--- config.mk ---
export PLATFORM = sky130hd
export DESIGN_NAME = hbdma_engine
export DESIGN_NICKNAME = d
export VERILOG_FILES = /design/src/rtl/hbdma_pkg.sv /design/src/rtl/hbdma_gate.sv /design/src/rtl/hbdma_burst.sv /design/src/rtl/hbdma_engine.sv
export SDC_FILE = /design/constraint.sdc
export NUM_CORES = 1
export LEC_CHECK = 0
export BUFFER_PORTS_ARGS = -buffer_cell sky130_fd_sc_hd__buf_4
export CAP_MARGIN = 10
export CORE_MARGIN = 2
export CORE_UTILIZATION = 38
export CTS_BUF_LIST = sky130_fd_sc_hd__clkbuf_4
export DETAILED_ROUTE_END_ITERATION = 12
export GPL_ROUTABILITY_DRIVEN = 1
export HOLD_SLACK_MARGIN = 0.03
export MAX_ROUTING_LAYER = met4
export PLACE_DENSITY_LB_ADDON = 0.12
export RECOVER_POWER = 100
export SLEW_MARGIN = 10
export SYNTH_ARGS = -nofsm -noshare
export SYNTH_HDL_FRONTEND = slang
export SYNTH_SLANG_ARGS = --single-unit
--- constraint.sdc ---
create_clock -name clk -period 3 [get_ports clk]
set_clock_uncertainty 0.15 [all_clocks]
set_input_delay 0.45 -clock clk [delete_from_list [all_inputs] [get_ports clk]]
set_output_delay 0.45 -clock clk [all_outputs]
set_load 0.02 [all_outputs]
--- src/rtl/hbdma_pkg.sv ---
package hbdma_pkg;
    localparam int ADDR_W      = 16;
    localparam int DATA_W      = 8;
    localparam int VOFS_W      = 13;
    localparam int CHUNKS_W    = 7;
    localparam int BURST_BYTES = 16;
    localparam int BEAT_W      = $clog2(BURST_BYTES);
    localparam int LEN_W       = CHUNKS_W + BEAT_W + 1;
    localparam int LINE_W      = 8;
    localparam int LINE_LIMIT  = 143;
    localparam logic [ADDR_W-1:0] VRAM_BASE = 16'h8000;
    localparam logic [1:0] MODE_HBLANK = 2'b00;

    typedef struct packed {
        logic [ADDR_W-1:0] src;
        logic [VOFS_W-1:0] dst;
        logic [LEN_W-1:0]  left;
    } xfer_t;

    function automatic logic [LEN_W-1:0] chunk_bytes(input logic [CHUNKS_W-1:0] n);
        return (LEN_W'(n) + LEN_W'(1)) << BEAT_W;
    endfunction

    function automatic logic [ADDR_W-1:0] align_chunk(input logic [ADDR_W-1:0] a);
        return a & ~ADDR_W'(BURST_BYTES - 1);
    endfunction
endpackage

--- src/rtl/hbdma_gate.sv ---
module hbdma_gate
    import hbdma_pkg::*;
(
    input  logic              clk,
    input  logic              rst,
    input  logic              arm,
    input  logic              ready,
    input  logic [LINE_W-1:0] line,
    input  logic [1:0]        disp_mode,
    output logic              go
);
    logic [LINE_W-1:0] last_line_q;
    logic              last_valid_q;
    logic              new_line;

    always_comb new_line = !last_valid_q || (line != last_line_q);

    assign go = ready && !arm && new_line &&
                (line < LINE_W'(LINE_LIMIT)) && (disp_mode == MODE_HBLANK);

    always_ff @(posedge clk) begin
        if (rst) begin
            last_valid_q <= 1'b0;
            last_line_q  <= '0;
        end else if (arm) begin
            last_valid_q <= 1'b0;
        end else if (go) begin
            last_valid_q <= 1'b1;
            last_line_q  <= line;
        end
    end

    // the line of every chunk is recorded
    a_r6_line_recorded: assert property (@(posedge clk) disable iff (rst)
        go |=> (last_valid_q && last_line_q == $past(line)));
endmodule

--- src/rtl/hbdma_burst.sv ---
module hbdma_burst
    import hbdma_pkg::*;
(
    input  logic              clk,
    input  logic              rst,
    input  logic              go,
    input  logic              abort,
    input  logic              bank_in,
    input  logic [ADDR_W-1:0] src_base,
    input  logic [VOFS_W-1:0] dst_base,
    input  logic [DATA_W-1:0] rd_data,
    output logic              rd_en,
    output logic [ADDR_W-1:0] rd_addr,
    output logic              we,
    output logic              wbank,
    output logic [VOFS_W-1:0] waddr,
    output logic [DATA_W-1:0] wdata,
    output logic              done,
    output logic              idle
);
    logic              reading_q;
    logic [BEAT_W-1:0] beat_q;
    logic              wr_pend_q;
    logic              wr_last_q;
    logic [VOFS_W-1:0] wr_off_q;
    logic              bank_q;
    logic              last_beat;

    assign last_beat = (beat_q == BEAT_W'(BURST_BYTES - 1));
    assign rd_en     = reading_q;
    assign rd_addr   = src_base + ADDR_W'(beat_q);
    assign we        = wr_pend_q;
    assign waddr     = wr_off_q;
    assign wdata     = rd_data;
    assign wbank     = bank_q;
    assign done      = wr_pend_q && wr_last_q;
    assign idle      = !reading_q && !wr_pend_q;

    always_ff @(posedge clk) begin
        if (rst || abort) begin
            reading_q <= 1'b0;
            beat_q    <= '0;
            wr_pend_q <= 1'b0;
            wr_last_q <= 1'b0;
            wr_off_q  <= '0;
            if (rst) bank_q <= 1'b0;
        end else begin
            wr_pend_q <= reading_q;
            wr_last_q <= reading_q && last_beat;
            wr_off_q  <= dst_base + VOFS_W'(beat_q);
            if (go) begin
                reading_q <= 1'b1;
                beat_q    <= '0;
                bank_q    <= bank_in;
            end else if (reading_q) begin
                beat_q <= beat_q + BEAT_W'(1);
                if (last_beat) reading_q <= 1'b0;
            end
        end
    end

    // every write is preceded by a read one cycle earlier
    a_r3_write_after_read: assert property (@(posedge clk) disable iff (rst)
        we |-> $past(rd_en));
    // reads within a chunk step up by one
    a_r3_ascending: assert property (@(posedge clk) disable iff (rst)
        (rd_en && $past(rd_en)) |-> (rd_addr == $past(rd_addr) + ADDR_W'(1)));
    // bank stays fixed while writes are in flight
    a_r8_bank_held: assert property (@(posedge clk) disable iff (rst)
        (we && $past(we)) |-> $stable(wbank));
endmodule

--- src/rtl/hbdma_engine.sv ---
module hbdma_engine
    import hbdma_pkg::*;
(
    input  logic                clk,
    input  logic                rst,
    input  logic                start,
    input  logic                start_hblank,
    input  logic [ADDR_W-1:0]   start_src,
    input  logic [ADDR_W-1:0]   start_dst,
    input  logic [CHUNKS_W-1:0] start_chunks,
    input  logic                bank_sel,
    input  logic [LINE_W-1:0]   line,
    input  logic [1:0]          disp_mode,
    output logic                mem_rd_en,
    output logic [ADDR_W-1:0]   mem_rd_addr,
    input  logic [DATA_W-1:0]   mem_rd_data,
    output logic                vram_we,
    output logic                vram_bank,
    output logic [VOFS_W-1:0]   vram_addr,
    output logic [DATA_W-1:0]   vram_wdata,
    output logic                busy,
    output logic [LEN_W-1:0]    remaining
);
    xfer_t       xfer_q;
    logic        go;
    logic        done;
    logic        idle;
    logic        ready;
    logic [ADDR_W-1:0] dst_rel;

    assign dst_rel   = align_chunk(start_dst) - VRAM_BASE;
    assign ready     = idle && (xfer_q.left != '0);
    assign busy      = (xfer_q.left != '0);
    assign remaining = xfer_q.left;

    always_ff @(posedge clk) begin
        if (rst) begin
            xfer_q <= '0;
        end else if (start) begin
            xfer_q.src  <= align_chunk(start_src);
            xfer_q.dst  <= dst_rel[VOFS_W-1:0];
            xfer_q.left <= start_hblank ? chunk_bytes(start_chunks) : '0;
        end else if (done) begin
            xfer_q.src  <= xfer_q.src + ADDR_W'(BURST_BYTES);
            xfer_q.dst  <= xfer_q.dst + VOFS_W'(BURST_BYTES);
            xfer_q.left <= xfer_q.left - LEN_W'(BURST_BYTES);
        end
    end

    hbdma_gate u_gate (
        .clk       (clk),
        .rst       (rst),
        .arm       (start),
        .ready     (ready),
        .line      (line),
        .disp_mode (disp_mode),
        .go        (go)
    );

    hbdma_burst u_burst (
        .clk      (clk),
        .rst      (rst),
        .go       (go),
        .abort    (start),
        .bank_in  (bank_sel),
        .src_base (xfer_q.src),
        .dst_base (xfer_q.dst),
        .rd_data  (mem_rd_data),
        .rd_en    (mem_rd_en),
        .rd_addr  (mem_rd_addr),
        .we       (vram_we),
        .wbank    (vram_bank),
        .waddr    (vram_addr),
        .wdata    (vram_wdata),
        .done     (done),
        .idle     (idle)
    );

    // a chunk begins only on a visible line in horizontal blank
    a_r4_visible_hblank: assert property (@(posedge clk) disable iff (rst)
        go |-> (line < LINE_W'(LINE_LIMIT) && disp_mode == MODE_HBLANK));
    // outside a start, the count only ever steps down by one chunk
    a_r7_step_down: assert property (@(posedge clk) disable iff (rst)
        (!$past(start) && remaining != $past(remaining))
            |-> (remaining == $past(remaining) - LEN_W'(BURST_BYTES)));
    // nothing is read once the count is exhausted
    a_r9_quiet_when_empty: assert property (@(posedge clk) disable iff (rst)
        (remaining == '0) |-> !mem_rd_en);
    // a start cancels any chunk in flight
    a_r11_abort: assert property (@(posedge clk) disable iff (rst)
        start |=> (!mem_rd_en && !vram_we));
endmodule

Word-level counts from Yosys, hierarchy flattened

Index checks and enable logic that the tools add are counted.

Multiply operators: 0
Div/mod/pow operators: 0
Multiplexer cells: 9
Reduce and logical (&&, ||, !) cells: 22
Order comparisons: 1
$add $sub $neg: 8
Equal/unequal tests: 3
Bitwise gates (word level): 1
Shifts and indexed selects: 0

Operators by type and width:

| operator              | number |
|---|---|
| $mux 41               | 2 |
| $add 16x4->16         | 1 |
| $add 16x5->16 const B | 1 |
| $add 13x4->13         | 1 |
| $add 13x5->13 const B | 1 |
| $sub 13x1->13 const B | 1 |
| $mux 12               | 1 |
| $reduce_bool 12->1    | 1 |
| $sub 12x5->12 const B | 1 |
| $add 7x1->8 const B   | 1 |
| $logic_and 1x1->1     | 8 |
| $lt 8x8->1 const B    | 1 |
| $ne 8x8->1            | 1 |
| $mux 1                | 6 |
| $add 4x1->4 const B   | 1 |
| $eq 4x4->1 const B    | 1 |
| $logic_not 1->1       | 4 |
| $reduce_and 2->1      | 2 |
| $reduce_bool 2->1     | 2 |
| $reduce_or 2->1       | 2 |
| $logic_not 2->1       | 1 |
| $logic_or 1x1->1      | 2 |
| $ne 2x2->1 const B    | 1 |
| $not 1->1             | 1 |

Flip-flop bits (word level): 71
Bits in latches: 0
Memory bits (writable): 0
Word-level logic and storage cells: 56
Memories: 0
Memory bits (read-only): 0

Logic depth before layout (Yosys ltp)

Depth in word-level cells: 9
Mapped depth: 7
Mapped depth without buffers: 6

Hierarchy

Synthesis repeated with hierarchy kept, for this count alone.

Cell total of the unflattened synthesis: 425
Area, all modules: 3694.8 µm²

Modules (own cells, without submodules):

| module       | area each (µm²) | instances | cells an instance |
|---|---|---|---|
| hbdma_engine | 1794.2          | 1         | 221 |
| hbdma_burst  | 1363.8          | 1         | 153 |
| hbdma_gate   | 536.8           | 1         | 51 |

Worst setup path before layout

OpenSTA, ideal clock, no wires.

Kind: reg-to-reg
Start point: register xfer_q (netlist bit remaining[4])
End point: register u_burst.bank_q (netlist: u_burst.wbank), enable pin
Stages on the path, launching flop included: 7
Slack: 1.111 ns
Arrival time: 1.447 ns
Period minus slack after synthesis: 1.889 ns
Library setup time: 0.292 ns
Cells stage by stage: dfxtp_1 > inv_1 > ha_1 > nand4b_1 > and3_4 > nand2_4 > nand2b_1

Cells in the longest elaborated chain, start to end: 8

RTL lines:

| item                               | RTL line           | source |
|---|---|---|
| from (decl)                        | hbdma_engine.sv:24 | `xfer_t xfer_q;` |
| $reduce_bool 12->1                 | -                  |  |
| named net busy                     | hbdma_engine.sv:21 | `output logic busy,` |
| $logic_and 1x1->1                  | hbdma_engine.sv:32 | `assign ready = idle && (xfer_q.left != '0);` |
| $logic_and 1x1->1 (3 in a row)     | hbdma_gate.sv:18   | `assign go = ready && !arm && new_line &&` |
| $logic_and 1x1->1                  | hbdma_gate.sv:19   | `(line < LINE_W'(LINE_LIMIT)) && (disp_mode == MODE_HBLANK);` |
| $reduce_bool 2->1 (no source line) | -                  |  |
| $reduce_and 2->1 (no source line)  | -                  |  |
| to (signal assigned)               | hbdma_burst.sv:54  | `bank_q <= bank_in;` |
| to (decl)                          | hbdma_burst.sv:26  | `logic bank_q;` |

The timed path passes the listed nets, and every way through them passes these cells.
A chain may end at the register's enable or synchronous reset.

Worst setup path after layout

Start point: register u_burst.wr_pend_q (netlist: u_burst.we)
End point: register xfer_q[23] (netlist name)

Cells in the longest elaborated chain, start to end: 2

RTL lines:

| item                               | RTL line          | source |
|---|---|---|
| from (decl)                        | hbdma_burst.sv:23 | `logic wr_pend_q;` |
| from (signal assigned)             | hbdma_burst.sv:48 | `wr_pend_q <= reading_q;` |
| $logic_and 1x1->1                  | hbdma_burst.sv:36 | `assign done = wr_pend_q && wr_last_q;` |
| $reduce_bool 2->1 (no source line) | -                 |  |

No other way between the ends.

==> results.md <==
- Status: finished with violations
- Violated checks: max-capacitance violations, max-slew violations
- DRC viols: 0
- Post-synth cell types: between 40 and 50
- Core region area: 7331 um^2
- Required time worst endpoint: 3.12 ns
- Std-Cell Rows: 31
- Unrepaired setup endpoints after global routing: no
- Switching Fraction: 26.34%
- Hold slack: 0.1423 ns
- Final Hold Vio Count: 0
- CTS Buf Count: 9
- Crit path max fanout: 13
- Clock latency on the worst-skew pair: 0.38 ns
- Fin. max-slew vios: 41
- Area Growth Syn to Fin: 21.19%
- Final period utilization: 78.00%
- Layout cell share with drive strength beyond 1: 15.53%
- Grt ovf: 0
- Most frequent cells in the layout: dfxtp_1 (58), buf_4 (43), clkbuf_1 (43)
- CP arrival: 2.46 ns
- Reg power frac: between 40% and 50%
- Post-DRT Antenna Nets: 0
- Top_reg_cell synth: dfxtp_1
- Syn Inst Count: 347
- Die X: 91.61 um
- Ys Warns: 0
- Clock tree buffer depth: 2
- Mapped Area: 2917 um^2
- IO buf count: 83
- Actual slew at the worst max-slew pin: between 1.5 and 2 ns
- Yosys reg bits: 59
- Largest net degree at the start of global routing: 41
- WL final: 6801 um
- Post-synth EDFFs: 1
- Slew margin rel.: -20.98%
- VDD IR max: 0.2243 mV
- Post-cts hold buffer count: 0
- First-pass GRT wire length: 11450 um
- Comb pwr share: 13.4%
- Internal: 0.001254 W
- Sequential area share after synthesis: a little over 40%
- Vias: 2572
- CTS H-tree lvls: 3
- Post_cts resized: 0
- Max-Cap Viols: 1
- Routability cong.: 0.8059
- Crit end category: flip-flop
- CTS tree: yes
- Ys async rst share: 0%
- Commonest non-fill, non-tap cell in the layout: dfxtp_1
- Die Area: ~8400 um^2
- Hold Path Class: in2reg
- Pre-CTS setup slack: 0.8047 ns
- Post-DR wirelength/cell: 12.98 um
- PwrDens: 481.6 nW/um^2
- Fin Setup TNS: 0 ns
- Placed Area: 3550 um^2
- # clock sinks: 59
- Crit path time final: 2.340 ns
- All-Layer GR Usage: 17.24%
- Post-CTS Setup Inserts: 0
- Number of placed I/O pins: 115
- Leakage: 1.327 nW
- Synthesized area per cell: approximately 8.4 um^2
- Fmax: 427.4 MHz
- Final-stage net count: 488
- DRT iter0 DRCs: 119
- Ant. Diodes: 0
- Die height: just over 90 um
- Vias per cell: 4.908
- Psw: 0.0004484 W
- Crit start category: flip-flop
- Clk pwr share: a little under two fifths
- Clock Pin Slew Worst Setup and Hold Paths: roughly 0.1 ns
- Final setup violation count: 0
- Initial core utilization: 39.78%
- DP HPWL: 4873 um
- DRT Pass-1 Iters: 4
- Vias in the first global route: 2524
- Final WS setup: 0.6601 ns
- Root buf cell: clkbuf_4
- Crit path kind: reg2reg
- Design Area, Final: around 3500 um^2
- Initial antenna violation count: 0
==> layer usage <==
| metal | vias up | global-route usage (%) | share of wire (%) |
|---|---|---|---|
| li1 | 1322 | - | - |
| met1 | 1181 | 20.36 | 46 |
| met2 | 61 | 27.76 | 48 |
| met3 | 8 | 3.651 | 4.6 |
| met4 | 0 | 8.586 | 1.4 |
| met5 | - | - | 0 |
==> worst max-delay path, cell delays in order (launching register included) <==
cell,delay (ns)
dfxtp_1,0.45
and2_1,0.16
clkbuf_1,0.49
nand4_1,0.30
or3_1,0.41
a311oi_1,0.27
==> power groups by stage <==
stage	registers [W]	logic [W]	clock network, W
2_1_floorplan	0.000880	0.000138	0
3_3_place_gp	0.000861	0.000249	0
3_5_place_dp	0.000862	0.000250	0
4_1_cts	0.000844	0.000252	0.000655
5_1_grt	0.000849	0.000254	0.000690
6_report	0.000843	0.000228	0.000631
==> final cells by class <==
cell class	instances	area (um^2)
Clock buffer	10	75.07
Fill cell	769	3796
Tap cell	99	123.9
Inverter	6	22.52
Sequential cell	59	1191
Multi-Input combinational cell	258	1558
Clock inverter	6	80.08
Timing Repair Buffer	86	484.2
==> cell families (layout without fill, tap and decap cells) <==
| kind of cell | after synthesis | after routing | share of synthesized area [%] |
|---|---|---|---|
| flops | 59 | 59 | 40.84 |
| buf+inv | 33 | 108 | 5.834 |
| xor+xnor | 35 | 35 | 10.51 |
| mux | 7 | 7 | 2.402 |
| simple gates | 151 | 151 | 26.77 |
| other cells | 1 | 4 | 0.1286 |
| fa+ha+maj | 6 | 6 | 2.574 |
| compound gates | 55 | 55 | 10.94 |
==> cell usage after synthesis, types with 2 or more instances <==
| library cell | number | area [um^2] |
|---|---|---|
| nand2_1 | 35 | 131.4 |
| nand3_1 | 12 | 60.06 |
| dfxtp_1 | 58 | 1161 |
| xnor2_1 | 25 | 219.0 |
| and2_1 | 15 | 93.84 |
| clkbuf_1 | 13 | 48.80 |
| buf_4 | 12 | 90.09 |
| ha_1 | 6 | 75.07 |
| a21oi_1 | 19 | 95.09 |
| nor2b_1 | 6 | 37.54 |
| nor3_1 | 8 | 40.04 |
| nor2_1 | 39 | 146.4 |
| a31oi_1 | 2 | 12.51 |
| nand4_1 | 10 | 62.56 |
| a311oi_1 | 3 | 26.28 |
| o21ai_0 | 14 | 70.07 |
| inv_1 | 6 | 22.52 |
| or2_2 | 2 | 12.51 |
| mux2i_1 | 7 | 70.07 |
| a211oi_1 | 7 | 52.55 |
| or3_1 | 4 | 25.02 |
| nand4b_1 | 2 | 17.52 |
| o21ai_1 | 6 | 30.03 |
| nand3_2 | 2 | 20.02 |
| and3_1 | 3 | 18.77 |
| nor4_1 | 2 | 12.51 |
| and4_1 | 2 | 17.52 |
| xor2_1 | 10 | 87.58 |
==> state kept, by name, indices dropped and copies added (netlist names) <==
name                 count
u_gate.last_valid_q      1
u_burst.beat_q           4
u_burst.wr_last_q        1
u_burst.rd_en            1
u_burst.we               1
remaining                8
u_burst.waddr           13
xfer_q                  21
u_gate.last_line_q       8
u_burst.wbank            1
==> per-stage QoR <==
stage          total power (W)  util (%)  cells
4_1_cts               0.001750     50.54    524
6_report              0.001702     48.22    524
5_1_grt               0.001792     48.22    524
2_1_floorplan         0.001018         -    350
3_3_place_gp          0.001110     48.42    508
3_5_place_dp          0.001112     48.42    508
==> path summary, 6_finish.rpt <==
kind / from / end / slack, ns / depth (start not counted)
max: u_burst.we / xfer_q[23] / 0.66 / 5
min: start_dst[5] / xfer_q[17] / 0.14 / 3
max reg2reg: u_burst.we / xfer_q[23] / 0.66 / 5
min reg2reg: xfer_q[23] / u_burst.waddr[11] / 0.32 / 2
Power figures use the tool's default switching activity.
